<file path="src/rtl/ofs_pkg.sv">
package ofs_pkg;

  typedef enum logic {
    ISS_IDLE  = 1'b0,
    ISS_OFFER = 1'b1
  } iss_state_e;

  function automatic int cfg_width(input int n_cfg);
    return (n_cfg > 1) ? $clog2(n_cfg) : 1;
  endfunction

endpackage

</file>
<file path="src/rtl/ofs_rst_sync.sv">
module ofs_rst_sync #(
  parameter int STAGES = 2
) (
  input  logic clk,
  input  logic rst_n,
  output logic rst_sync_n
);

  logic [STAGES-1:0] sync_q;
  logic [STAGES-1:0] sync_d;

  always_comb begin
    sync_d = {sync_q[STAGES-2:0], 1'b1};
  end

  always_ff @(posedge clk or negedge rst_n) begin
    if (!rst_n) sync_q <= '0;
    else        sync_q <= sync_d;
  end

  assign rst_sync_n = sync_q[STAGES-1];

endmodule

</file>
<file path="src/rtl/ofs_issue_seq.sv">
module ofs_issue_seq #(
  parameter int N_CFG = 3,
  parameter int CW    = 2
) (
  input  logic          clk,
  input  logic          rst_n,
  input  logic          start,
  input  logic          ready,
  output logic          valid,
  output logic [CW-1:0] cfg
);
  import ofs_pkg::*;

  localparam logic [CW-1:0] LAST_CFG = CW'(N_CFG - 1);

  iss_state_e    state_q, state_d;
  logic [CW-1:0] cfg_q, cfg_d;
  logic          accept;

  assign accept = (state_q == ISS_OFFER) && ready;

  always_comb begin
    state_d = state_q;
    cfg_d   = cfg_q;
    if (start) begin
      state_d = ISS_OFFER;
      cfg_d   = '0;
    end else if (accept) begin
      if (cfg_q == LAST_CFG) begin
        state_d = ISS_IDLE;
      end else begin
        cfg_d = cfg_q + 1'b1;
      end
    end
  end

  always_ff @(posedge clk or negedge rst_n) begin
    if (!rst_n) begin
      state_q <= ISS_IDLE;
      cfg_q   <= '0;
    end else begin
      state_q <= state_d;
      cfg_q   <= cfg_d;
    end
  end

  assign valid = (state_q == ISS_OFFER);
  assign cfg   = cfg_q;

  // an offer that is not taken is held unchanged
  a_r2_offer_hold: assert property (@(posedge clk) disable iff (!rst_n)
    (valid && !ready && !start) |=> (valid && $stable(cfg)));

  // start always opens an offer at configuration 0
  a_r2_start_first: assert property (@(posedge clk) disable iff (!rst_n)
    start |=> (valid && cfg == '0));

endmodule

</file>
<file path="src/rtl/ofs_mask_gen.sv">
module ofs_mask_gen #(
  parameter int N_RES = 8,
  parameter int N_CFG = 3,
  parameter int CW    = 2
) (
  input  logic             en,
  input  logic [CW-1:0]    cfg,
  output logic [N_RES-1:0] mask
);

  for (genvar r = 0; r < N_RES; r++) begin : g_res
    localparam logic [N_CFG-1:0] RIDX = N_CFG'(r);
    logic sel;
    always_comb begin
      sel = 1'b0;
      for (int k = 0; k < N_CFG; k++) begin
        if (int'(cfg) == k) sel = RIDX[k];
      end
    end
    assign mask[r] = en & sel;
  end

  // every issued configuration removes exactly half of the resources
  always_comb begin
    if (en) a_r3_half_removed: assert ($countones(mask) == N_RES / 2);
    else    a_r3_idle_empty:   assert (mask == '0);
  end

endmodule

</file>
<file path="src/rtl/ofs_collect.sv">
module ofs_collect #(
  parameter int N_CFG = 3,
  parameter int CW    = 2
) (
  input  logic             clk,
  input  logic             rst_n,
  input  logic             start,
  input  logic             res_valid,
  input  logic [CW-1:0]    res_cfg,
  input  logic             res_pass,
  output logic             done,
  output logic [N_CFG-1:0] pattern,
  output logic             dup_err
);

  logic             active_q, active_d;
  logic [N_CFG-1:0] seen_q, seen_d;
  logic [N_CFG-1:0] pat_q, pat_d;
  logic             err_q, err_d;
  logic [N_CFG-1:0] hit;
  logic             take;
  logic             repeat_hit;

  for (genvar k = 0; k < N_CFG; k++) begin : g_tag
    assign hit[k] = (int'(res_cfg) == k);
  end

  assign take       = active_q && res_valid && (|hit);
  assign repeat_hit = |(hit & seen_q);

  always_comb begin
    active_d = active_q;
    seen_d   = seen_q;
    pat_d    = pat_q;
    err_d    = err_q;
    if (start) begin
      active_d = 1'b1;
      seen_d   = '0;
      pat_d    = '0;
      err_d    = 1'b0;
    end else if (take) begin
      if (repeat_hit) begin
        err_d = 1'b1;
      end else begin
        seen_d = seen_q | hit;
        pat_d  = (pat_q & ~hit) | (hit & {N_CFG{res_pass}});
      end
    end
  end

  always_ff @(posedge clk or negedge rst_n) begin
    if (!rst_n) begin
      active_q <= 1'b0;
      seen_q   <= '0;
      pat_q    <= '0;
      err_q    <= 1'b0;
    end else begin
      active_q <= active_d;
      seen_q   <= seen_d;
      pat_q    <= pat_d;
      err_q    <= err_d;
    end
  end

  assign done    = &seen_q;
  assign pattern = done ? pat_q : '0;
  assign dup_err = err_q;

  // a repeated tag never alters the stored bits
  a_r7_repeat_keeps_bits: assert property (@(posedge clk) disable iff (!rst_n)
    (take && repeat_hit && !start) |=> $stable(pat_q));

  // the error flag stays set until the next start
  a_r7_err_sticky: assert property (@(posedge clk) disable iff (!rst_n)
    (dup_err && !start) |=> dup_err);

  // completion only follows an accepted result
  a_r5_done_after_result: assert property (@(posedge clk) disable iff (!rst_n)
    $rose(done) |-> $past(res_valid));

  // start clears completion and error
  a_r9_start_clears: assert property (@(posedge clk) disable iff (!rst_n)
    start |=> (!done && !dup_err));

endmodule

</file>
<file path="src/rtl/overlap_fault_locator.sv">
module overlap_fault_locator #(
  parameter int N_RES = 8,
  localparam int K    = $clog2(N_RES),
  localparam int CW   = ofs_pkg::cfg_width(K)
) (
  input  logic             clk,
  input  logic             rst_n,
  input  logic             start,
  output logic             issue_valid,
  input  logic             issue_ready,
  output logic [CW-1:0]    issue_cfg,
  output logic [N_RES-1:0] issue_mask,
  input  logic             res_valid,
  input  logic [CW-1:0]    res_cfg,
  input  logic             res_pass,
  output logic             done,
  output logic [K-1:0]     fault_idx,
  output logic             dup_err
);

  logic rst_sync_n;

  ofs_rst_sync #(.STAGES(2)) i_rst_sync (
    .clk        (clk),
    .rst_n      (rst_n),
    .rst_sync_n (rst_sync_n)
  );

  ofs_issue_seq #(.N_CFG(K), .CW(CW)) i_issue (
    .clk   (clk),
    .rst_n (rst_sync_n),
    .start (start),
    .ready (issue_ready),
    .valid (issue_valid),
    .cfg   (issue_cfg)
  );

  ofs_mask_gen #(.N_RES(N_RES), .N_CFG(K), .CW(CW)) i_mask (
    .en   (issue_valid),
    .cfg  (issue_cfg),
    .mask (issue_mask)
  );

  ofs_collect #(.N_CFG(K), .CW(CW)) i_collect (
    .clk       (clk),
    .rst_n     (rst_sync_n),
    .start     (start),
    .res_valid (res_valid),
    .res_cfg   (res_cfg),
    .res_pass  (res_pass),
    .done      (done),
    .pattern   (fault_idx),
    .dup_err   (dup_err)
  );

  // no index is visible before completion
  a_r6_idx_gated: assert property (@(posedge clk) disable iff (!rst_sync_n)
    !done |-> (fault_idx == '0));

endmodule

</file>
<file path="config.mk">
export PLATFORM = sky130hd
export DESIGN_NAME = overlap_fault_locator
export DESIGN_NICKNAME = d
export VERILOG_FILES = /design/src/rtl/ofs_pkg.sv /design/src/rtl/ofs_rst_sync.sv /design/src/rtl/ofs_issue_seq.sv /design/src/rtl/ofs_mask_gen.sv /design/src/rtl/ofs_collect.sv /design/src/rtl/overlap_fault_locator.sv
export SDC_FILE = /design/constraint.sdc
export NUM_CORES = 1
export LEC_CHECK = 0
export ABC_AREA = 1
export BUFFER_PORTS_ARGS = -buffer_cell sky130_fd_sc_hd__buf_4
export CORE_AREA = 2 2 43 45
export DETAILED_ROUTE_END_ITERATION = 12
export DIE_AREA = 0 0 45 47
export HOLD_SLACK_MARGIN = 0.06
export PLACE_DENSITY = 0.77
export RECOVER_POWER = 25
export REMOVE_ABC_BUFFERS = 1
export SLEW_MARGIN = 20
export SYNTH_ARGS = -nofsm -noshare
export SYNTH_HDL_FRONTEND = slang
export SYNTH_SLANG_ARGS = --single-unit
</file>
<file path="constraint.sdc">
create_clock -name clk -period 1.7 [get_ports clk]
set_clock_uncertainty 0.05 [all_clocks]
set_input_delay 0.085 -clock clk [delete_from_list [all_inputs] [get_ports clk]]
set_output_delay 0.085 -clock clk [all_outputs]
set_load 0.02 [all_outputs]
</file>
==> results.md, run 1 <==
- Outcome: complete, no violations
- Worst reg2reg path depth: 5
- Most frequent cells in the layout: nand2_1 (32), buf_4 (22), inv_1 (15)
- FMAX: 0.632 GHz
- Die Height: 47 µm
- Post-synthesis sequential area ratio: 40.2%
- GPL Wtd Cong: 0.842
- Final max-slew violation count: 0
- Worst Setup SP: i_issue.cfg[0]
- Routed WL per cell: 10.5 µm
- CTS buffer count: 3
- TNS Setup: 0 ns
- Vias in the first global route: 626
- Pre-antenna DRT Iters: 4
- DP Area: 982 µm²
- CTS Sinks: 13
- Critical Path AT: 1.45 ns
- Net Sw Frac: 36.4%
- Clock slew at reported path FFs: 0.08 ns
- Crit Path Max Fanout: 6
- Synthesized instance count: 110
- Core ar.: 1650 µm²
- HPWL after DPL: 1290 µm
- Area delta synth->final: 29.9%
- HP Class: reg2async
- TritonCTS clock tree: done
- R2R setup slack: 0.39 ns
- #FFs+latches synth: 13
- R2r startpoint: i_issue.cfg[0]
- Final antenna diode count: 0
- Fin area: 1050 µm²
- Setup CP Type: reg2out
- Design Power: 0.859 mW
- Synth cell types: 18
- Clock network power share: 22.2%
- Row cnt: 15
- Crit share post-route: 93.1%
- Max VDD drop: 0.000453 V
- Leak Pwr: 0.587 nW
- Max Cap Viol: 0
- Critical R2R Capture: i_issue.cfg[1]
- Most common cell after layout, fill and taps aside: nand2_1
- Skew-Pair Late Insertion Delay: 0.27 ns
- Reg power frac: 42.6%
- Post-synthesis cell area: 808 µm²
- Crit. End Element: output pin
- First-pass GRT wire length: 2580 µm
- Fin crit period: 1.58 ns
- Initial antenna violation count: 0
- I/O Buffers: 22
- Largest net degree at the start of global routing: 12
- Fillcell total: 150
- Syn_area_per_cell: 7.35 µm²
- Ys Warns: 0
- # H-tree levels: 1
- Int Pwr: 0.547 mW
- Combinational power share: 35.2%
- NumNets Final: 152
- Share of cells above drive strength 1: 24.6%
- Final Hold Viols: 0
- Die ar.: 2120 µm²
- Die width: 45 µm
- GRT Total Usage: 17.5%
- Via density: 4.76
- Vias: 738
- Remaining routing DRC violations: 0
- Clock buffer depth: 2
- Crit path launch type: flip-flop
- RSZ-0062 raised after global routing: false
- Core Util, Final: 63.6%
- Initial DRC Count: 16
- Number of setup violations in the final report: 0
- # resized after CTS: 0
- Hold WS: 0.135 ns
- Pwr/cell area: 818 nW/µm²
- Clk Tree Root Cell: clkbuf_4
- Post-CTS Setup Inserts: 0
- Final wirelength: 1640 µm
- ANT nets after route: 0
- Initial Util: 48.9%
- Cts hold-fix bufs: 3
- Psw: 0.312 mW
- Critical path data required time: 1.56 ns
- GR Overflow Total: 0
- Num ports: 24
==> worst max-delay path, cell delays in order, from the launching register on <==
cell     delay, ns
dfrtp_1       0.42
inv_1         0.11
ha_1          0.28
nor3_1        0.19
buf_4         0.17
==> layout make-up <==
class	instances	area, µm²	share of cell area [%]
clock buffer	3	22.5	2.15
tap	17	21.3	2.03
inverter	18	70.1	6.67
clock inverter	1	5.00	0.477
timing repair buffer	26	205	19.5
sequential	13	325	31.0
multi-input combinational	77	400	38.1
==> power by group through the flow <==
stage | logic, mW | clock network, mW | registers [mW]
floorplan | 0.174 | 0 | 0.376
global placement | 0.292 | 0 | 0.371
detailed placement | 0.297 | 0 | 0.373
CTS | 0.303 | 0.199 | 0.367
global route | 0.330 | 0.215 | 0.372
finish | 0.303 | 0.190 | 0.366
==> worst max path at each step <==
stage	to	slack, ns	depth (start not counted)
2_1_floorplan	issue_mask[3]	0.17	3
3_3_place_gp	i_issue.cfg[1]	0.47	5
3_5_place_dp	issue_mask[3]	0.41	4
4_1_cts	issue_mask[3]	0.1	4
5_1_grt	issue_mask[3]	0.01	4
6_report	issue_mask[3]	0.12	4
==> cell usage after synthesis <==
library cell  instances  area (µm²)
nor3_2                1        10.0
nand2_1              32         120
ha_1                  5        62.6
nand3_2               1        10.0
inv_1                15        56.3
nor2_1               11        41.3
inv_2                 2        7.51
dfrtp_1              13         325
buf_4                 1        7.51
nand2_4               2        22.5
o21ai_4               1        16.3
inv_4                 1        6.26
a21oi_1               7        35.0
nor3_1                4        20.0
nand3_1              10        50.1
conb_1                2        7.51
buf_2                 1        5.00
o21ai_0               1        5.00
==> cell families after synthesis <==
group / after synthesis / share of synthesized area, %
compound gates: 9 / 6.97
other cells: 2 / 0.929
flops: 13 / 40.2
fa+ha+maj: 5 / 7.74
simple gates: 61 / 33.9
buf+inv: 20 / 10.2
==> through the flow <==
step                setup WS [ns]  std cells
finish                      0.117        155
global route              0.00954        155
CTS                        0.0984        154
detailed placement          0.412        147
global placement            0.467        147
floorplan                   0.172        108
==> metal layers <==
| layer | global-route usage (%) | up-vias | wire length [µm] | part of all wire (%) |
|---|---|---|---|---|
| li1 | - | 394 | - | - |
| met1 | 21.5 | 328 | 772 | 47 |
| met2 | 28.6 | 14 | 789 | 48 |
| met3 | 5.77 | 2 | 56 | 3.4 |
| met4 | 7.06 | 0 | 17 | 1.0 |
| met5 | 0 | - | 0 | 0 |
==> registers in the layout, summed over array words and instances, names as in the netlist <==
register / cells
i_issue.cfg: 2
i_collect.active_q: 1
i_issue.valid: 1
i_collect.seen_q: 3
i_rst_sync.sync_q: 2
i_collect.dup_err: 1
i_collect.pat_q: 3
(Power assumes the default switching activity.)
==> run 2, diff against run 1 <==
BUFFER_PORTS_ARGS = unset   (was -buffer_cell sky130_fd_sc_hd__buf_4)
CORE_AREA = 4 4 44 46   (was 2 2 43 45)
DIE_AREA = 0 0 48 50   (was 0 0 45 47)
DONT_BUFFER_PORTS = 1   (was unset)
PLACE_DENSITY = 0.7   (was 0.77)
clock period = 1.4 ns   (was 1.7 ns; I/O delays follow)
==> run 2 against run 1 <==
  * The run now ends with setup timing left
  * Via count increased by 1.9%
  * Largest cell class unchanged
  * Die area up 13%
  * Sequential share of layout area down 0.90 points
  * Register-to-register slack worse by 0.28 ns
  * Cell count decreased by 3.9%
  * Highest routed layer unchanged
  * Sequential power grew 20%
  * Power grew 25%
  * Utilization increased by 8.2 points
  * Largest power group unchanged
  * Combinational power is 31% higher
==> results.md, run 2 (same netlist as run 1, synthesis figures left out) <==
- R2R setup slack: 0.11 ns (was 0.39 ns)
- Worst reg2reg path depth: 5 (unchanged)
- Hold Crit Start: res_cfg[0]
- R2r startpoint: i_issue.cfg[1] (was i_issue.cfg[0])
- Clock buffer depth: 2 (unchanged)
- Place WS: 0.178 ns (was 0.412 ns)
- Outcome: complete, but fails checks (was complete, no violations)
- Die Height: 50 µm (was 47 µm)
- TNS Setup: -0.115 ns (was 0 ns)
- Clock slew at reported path FFs: 0.09 ns (was 0.08 ns)
- Die width: 48 µm (was 45 µm)
- I/O Buffers: 0 (was 22)
- Pre-antenna DRT Iters: 4 (unchanged)
- Fillcell total: 122 (was 150)
- Clk Tree Root Cell: clkbuf_4 (unchanged)
- GPL Wtd Cong: 0.834 (was 0.842)
- Largest net degree at the start of global routing: 12 (unchanged)
- CTS buffer count: 3 (unchanged)
- Num ports: 24 (unchanged)
- GR Overflow Total: 0 (unchanged)
- Routed WL per cell: 13.1 µm (was 10.5 µm)
- Die ar.: 2400 µm² (was 2120 µm²)
- Share of cells above drive strength 1: 29.3% (was 24.6%)
- Final antenna diode count: 0 (unchanged)
- Critical Path AT: 1.36 ns (was 1.45 ns)
- Final WS setup: -0.0821 ns (was 0.117 ns)
- HP Class: in2reg (was reg2async)
- CTS Sinks: 13 (unchanged)
- Initial DRC Count: 28 (was 16)
- Remaining routing DRC violations: 0 (unchanged)
- Fin area: 1080 µm² (was 1050 µm²)
- Fin crit period: 1.48 ns
- Crit share post-route: 106%
- Core ar.: 1510 µm² (was 1650 µm²)
- ANT nets after route: 0 (unchanged)
- Final Hold Viols: 0 (unchanged)
- Row cnt: 14 (was 15)
- DP Area: 876 µm² (was 982 µm²)
- Initial Util: 53.7% (was 48.9%)
- Max Cap Viol: 0 (unchanged)
- Critical path data required time: 1.28 ns (was 1.56 ns)
- Setup CP Type: reg2out (unchanged)
- Final wirelength: 1950 µm (was 1640 µm)
- Hold path cells: 4
- GRT Total Usage: 16.8% (was 17.5%)
- Non-filler cells in the finished layout: 149 (was 155)
- WHS Endpoint: i_collect.dup_err
- RSZ-0062 raised after global routing: true (was false)
- HPWL after DPL: 1240 µm (was 1290 µm)
- Crit path launch type: flip-flop (unchanged)
- FMAX: 0.675 GHz
- Area delta synth->final: 33.7% (was 29.9%)
- Failing checks: setup timing
- # H-tree levels: 1 (unchanged)
- Vias: 752 (was 738)
- Number of setup violations in the final report: 2 (was 0)
- Post-Place Cells: 132 (was 147)
- Via density: 5.05 (was 4.76)
- Pwr/cell area: 991 nW/µm² (was 818 nW/µm²)
- Max VDD drop: 0.000843 V (was 0.000453 V)
- TritonCTS clock tree: done (unchanged)
- Critical R2R Capture: i_issue.cfg[0] (was i_issue.cfg[1])
- Final max-slew violation count: 0 (unchanged)
- Leak Pwr: 0.565 nW (was 0.587 nW)
- Initial antenna violation count: 0 (unchanged)
- NumNets Final: 147 (was 152)
- Skew-Pair Late Insertion Delay: 0.27 ns (about the same)
- Design Power: 1.07 mW (was 0.859 mW)
- First-pass GRT wire length: 2900 µm (was 2580 µm)
- Crit. End Element: output pin (unchanged)
- Most common cell after layout, fill and taps aside: nand2_1 (unchanged)
- Worst Setup SP: i_collect.seen_q[2] (was i_issue.cfg[0])
- Most frequent cells in the layout: nand2_1 (31), dfrtp_1 (13), buf_4 (12) (was nand2_1 (32), buf_4 (22), inv_1 (15))
- Largest registers: i_collect.pat_q: 3 flops, i_collect.seen_q: 3 flops (unchanged)
- Crit Path Max Fanout: 3 (was 6)
- Vias in the first global route: 657 (was 626)
==> run 2: cell types whose count changed in the layout (fill, tap and decap cells not counted), sizes merged <==
cell         before  now
buf              22   14
dlygate4sd3       4    7
==> run 2: final cells by class <==
| type | instances | area (µm²) | share of cell area [%] |
|---|---|---|---|
| Multi-Input combinational cell | 77 | 455 | 42.1 |
| Sequential cell | 13 | 325 | 30.1 |
| Clock inverter | 1 | 5.00 | 0.463 |
| Inverter | 18 | 70.1 | 6.48 |
| Clock buffer | 3 | 22.5 | 2.08 |
| Tap cell | 16 | 20.0 | 1.85 |
| Timing Repair Buffer | 21 | 183 | 16.9 |
==> run 2: timing repair <==
item	CTS	global route
gates resized for setup	12	7
endpoints found under the hold margin	13	0
hold buffers	7	0
gates cloned	0	0
setup buffers	2	4
endpoints found under the setup margin	5	8
pin swaps	3	3
==> run 2: worst max-delay path, cell delays in order, from the launching register on <==
cell and delay (ns):
dfrtp_1 0.39, inv_2 0.06, nor3_2 0.21, inv_1 0.11, nor2_1 0.15, buf_4 0.17
==> run 2: worst max-delay path by stage <==
stage,cells past startpoint,to,slack (ns)
floorplan,3,issue_mask[3],-0.11
global placement,5,i_issue.cfg[1],0.23
detailed placement,5,i_issue.cfg[1],0.18
CTS,5,issue_mask[3],0.005
global route,4,issue_mask[3],-0.09
finish,5,fault_idx[1],-0.08
==> run 2: through the flow <==
step | utilization [%] | hold slack [ns]
CTS | 69.0 | 0.111
finish | 71.8 | 0.120
floorplan | - | -0.276
global placement | 58.1 | -0.276
detailed placement | 58.1 | -0.276
global route | 71.8 | 0.154
==> run 2: per-layer routing <==
layer  wire [µm]  vias to the layer above  track usage [%]
li1            -                      382                -
met1         834                      337             21.4
met2         981                       27             27.5
met3         102                        6             4.00
met4          36                        0             4.04
met5           0                        -                0
==> run 2: power breakdown <==
group	internal (mW)	total [mW]	switching (mW)	leakage, nW
combinational	0.149	0.396	0.247	0.386
clock	0.106	0.235	0.129	0.0177
sequential	0.407	0.441	0.0336	0.161
==> run 3, diff against run 2 <==
ABC_AREA = unset   (was 1)
CORE_AREA = 4 4 42 44   (was 4 4 44 46)
DIE_AREA = 0 0 46 48   (was 0 0 48 50)
PLACE_DENSITY = 0.68   (was 0.7)
==> run 3 against run 2 <==
  * The flow still finishes with violations (setup timing)
  * Final area decreased by 14%
  * Setup slack got worse by 0.0019 ns
  * Via count decreased by 24%
  * Clock power about the same
  * Sequential power decreased by 4%
  * Worst hold slack got worse by 0.052 ns
  * Clock-buffer cell count increased by 1
  * Critical path depth decreased by 2
  * Maximum frequency decreased by 0.13%
  * Critical endpoint is now issue_mask[5]
==> results.md, run 3 <==
- Most common cell after layout, fill and taps aside: dfrtp_1 (was nand2_1)
- Final WS setup: -0.0841 ns (was -0.0821 ns)
- ANT nets after route: 0 (unchanged)
- Post-synthesis sequential area ratio: 46.1% (was 40.2%)
- Synth area leader: dfrtp_1 (unchanged)
- Vias in the first global route: 582 (was 657)
- GR Overflow Total: 0 (unchanged)
- Setup CP Type: reg2out (unchanged)
- First-pass GRT wire length: 2420 µm (was 2900 µm)
- Final Hold Viols: 0 (unchanged)
- Most frequent cell after synthesis: dfrtp_1 (was nand2_1)
- Post-synthesis cell area: 706 µm² (was 808 µm²)
- Area delta synth->final: 32.1% (was 33.7%)
- Largest net degree at the start of global routing: 13 (was 12)
- Remaining routing DRC violations: 0 (unchanged)
- Die Height: 48 µm (was 50 µm)
- Row cnt: 14 (unchanged)
- NumNets Final: 103 (was 147)
- Share of Yosys cell area claimed by the top area cell type: 46.1% (was 40.2%)
- Outcome: complete, but fails checks (unchanged)
- Crit path launch type: flip-flop (unchanged)
- TNS Setup: -0.145 ns (was -0.115 ns)
- #FFs+latches synth: 13 (unchanged)
- Synth top cells by count: dfrtp_1 (13), and2_1 (7), nor2_1 (6) (was nand2_1 (32), inv_1 (15), dfrtp_1 (13))
- Vias: 570 (was 752)
- Most frequent cells in the layout: dfrtp_1 (12), dlygate4sd3_1 (8), buf_4 (8) (was nand2_1 (31), dfrtp_1 (13), buf_4 (12))
- Failing checks: setup timing (unchanged)
- Clk Tree Root Cell: clkbuf_4 (unchanged)
- Critical path data required time: 1.28 ns (about the same)
- Ys Warns: 0 (unchanged)
- Crit Path Max Fanout: 4 (was 3)
- Initial Util: 49.1% (was 53.7%)
- HPWL after DPL: 1000 µm (was 1240 µm)
- Main flop type after synthesis: dfrtp_1 (unchanged)
- CTS buffer count: 3 (unchanged)
- Die ar.: 2210 µm² (was 2400 µm²)
- Number of flops mapped to enable cells by yosys: 0 (unchanged)
- Max Cap Viol: 0 (unchanged)
- Syn_area_per_cell: 10.2 µm² (was 7.35 µm²)
- Final max-slew violation count: 0 (unchanged)
- Max VDD drop: 0.000491 V (was 0.000843 V)
- Critical Path AT: 1.36 ns (about the same)
- Leak Pwr: 0.423 nW (was 0.565 nW)
- Synth cell types: 25 (was 18)
- CTS Sinks: 13 (unchanged)
- # H-tree levels: 1 (unchanged)
- RSZ-0062 raised after global routing: true (unchanged)
- Pwr/cell area: 1100 nW/µm² (was 991 nW/µm²)
- Final antenna diode count: 0 (unchanged)
- Core ar.: 1440 µm² (was 1510 µm²)
- Final wirelength: 1520 µm (was 1950 µm)
- Crit. End Element: output pin (unchanged)
- Async set or reset register ratio after synthesis: 100% (unchanged)
- Initial antenna violation count: 0 (unchanged)
- TritonCTS clock tree: done (unchanged)
- Number of setup violations in the final report: 2 (unchanged)
- Synth area leaders: dfrtp_1 (46%), ha_1 (8.9%), and2_1 (6.2%), mux2i_1 (5.7%), a41oi_1 (3.7%) (was dfrtp_1 (40%), nand2_1 (15%), ha_1 (7.7%), inv_1 (7.0%), nand3_1 (6.2%))
- Via density: 5.43 (was 5.05)
- GRT Total Usage: 15.5% (was 16.8%)
- Fin crit period: 1.48 ns (about the same)
- Clock buffer depth: 2 (unchanged)
- Core Util, Final: 64.9% (was 71.8%)
- Largest registers: i_collect.pat_q: 3 flops, i_collect.seen_q: 3 flops (unchanged)
- Num ports: 24 (unchanged)
- Crit share post-route: 106% (about the same)
- Clock slew at reported path FFs: 0.08 ns (was 0.09 ns)
- Fillcell total: 119 (was 122)
- Die width: 46 µm (was 48 µm)
- Pre-antenna DRT Iters: 4 (unchanged)
- I/O Buffers: 0 (unchanged)
- HP Class: in2reg (unchanged)
- FMAX: 0.674 GHz (was 0.675 GHz)
- GPL Wtd Cong: 0.771 (was 0.834)
- Initial DRC Count: 22 (was 28)
- Share of cells above drive strength 1: 30.3% (was 29.3%)
- Routed WL per cell: 14.5 µm (was 13.1 µm)
- Skew-Pair Late Insertion Delay: 0.28 ns (was 0.27 ns)
- Synthesized instance count: 69 (was 110)
-- run 3: metal layers --
layer / global-route usage (%) / wire [µm] / share of wire, % / vias to the layer above
li1: - / - / - / 272
met5: 0 / 0 / 0 / -
met3: 2.26 / 86 / 5.6 / 2
met1: 18.4 / 657 / 43 / 277
met2: 27.7 / 766 / 50 / 19
met4: 6.82 / 14 / 0.92 / 0
-- run 3: through the flow --
step                      total power, mW  cells  hold slack (ns)  setup slack (ns)  area (µm²)
after global placement              0.717     92           -0.276             0.123         782
final                                1.03    105           0.0682           -0.0841         932
after CTS                            1.03    105           0.0678           -0.0880         915
after floorplan                     0.633     67           -0.276            -0.145         694
after global routing                 1.09    105           0.0866            -0.134         932
after detailed placement            0.722     92           -0.276            0.0879         782
-- run 3: layout make-up --
| cell class | count | area [µm²] | area share (%) |
|---|---|---|---|
| Multi-Input combinational cell | 50 | 382 | 40.9 |
| Tap cell | 16 | 20.0 | 2.15 |
| Clock buffer | 4 | 26.3 | 2.82 |
| Timing Repair Buffer | 18 | 163 | 17.4 |
| Sequential cell | 13 | 327 | 35.0 |
| Inverter | 4 | 15.0 | 1.61 |
-- run 3: final timing paths --
check | end | slack [ns] | cells past startpoint | from
worst min-delay path | i_issue.cfg[1] | 0.07 | 3 | issue_ready
worst max register to register | i_issue.cfg[1] | 0.10 | 5 | i_issue.cfg[0]
min in group asynchronous | i_collect.pat_q[1] | 0.13 | 0 | i_rst_sync.sync_q[1]
worst min register to register | i_collect.pat_q[1] | 0.13 | 0 | i_rst_sync.sync_q[1]
worst max-delay path | issue_mask[5] | -0.08 | 3 | i_issue.cfg[1]
max in group asynchronous | i_rst_sync.sync_q[1] | 0.66 | 2 | rst_n
-- run 3: repair_timing --
| action | CTS | global route |
|---|---|---|
| hold endpoints to repair | 13 | 0 |
| pin swaps | 2 | 1 |
| hold buffers | 8 | 0 |
| setup endpoints to repair | 5 | 7 |
| setup buffers | 1 | 0 |
| resized for setup | 10 | 4 |
-- run 3: worst max-delay path, stage by stage, from the launching register on --
cell and delay [ns]:
dfrtp_2 0.44, ha_2 0.22, and2_4 0.16, or2_4 0.27
-- run 3: power breakdown --
group	internal, mW	switching [mW]
combinational	0.171	0.196
sequential	0.398	0.0263
clock	0.110	0.127
-- run 3: cell families (layout without fill, tap and decap cells) --
kind of cell             after synthesis  count (layout)  share of synthesized area, %
AND/OR/NAND/NOR                       30              30                          24.1
buffers and inverters                  6              26                          3.72
AO/OA/AOI/OAI                          7               7                          7.63
flip-flops                            13              13                          46.1
XOR/XNOR                               1               1                          1.24
multiplexers                           5               5                          7.27
other                                  2               2                          1.06
adder cells (fa/ha/maj)                5               5                          8.87
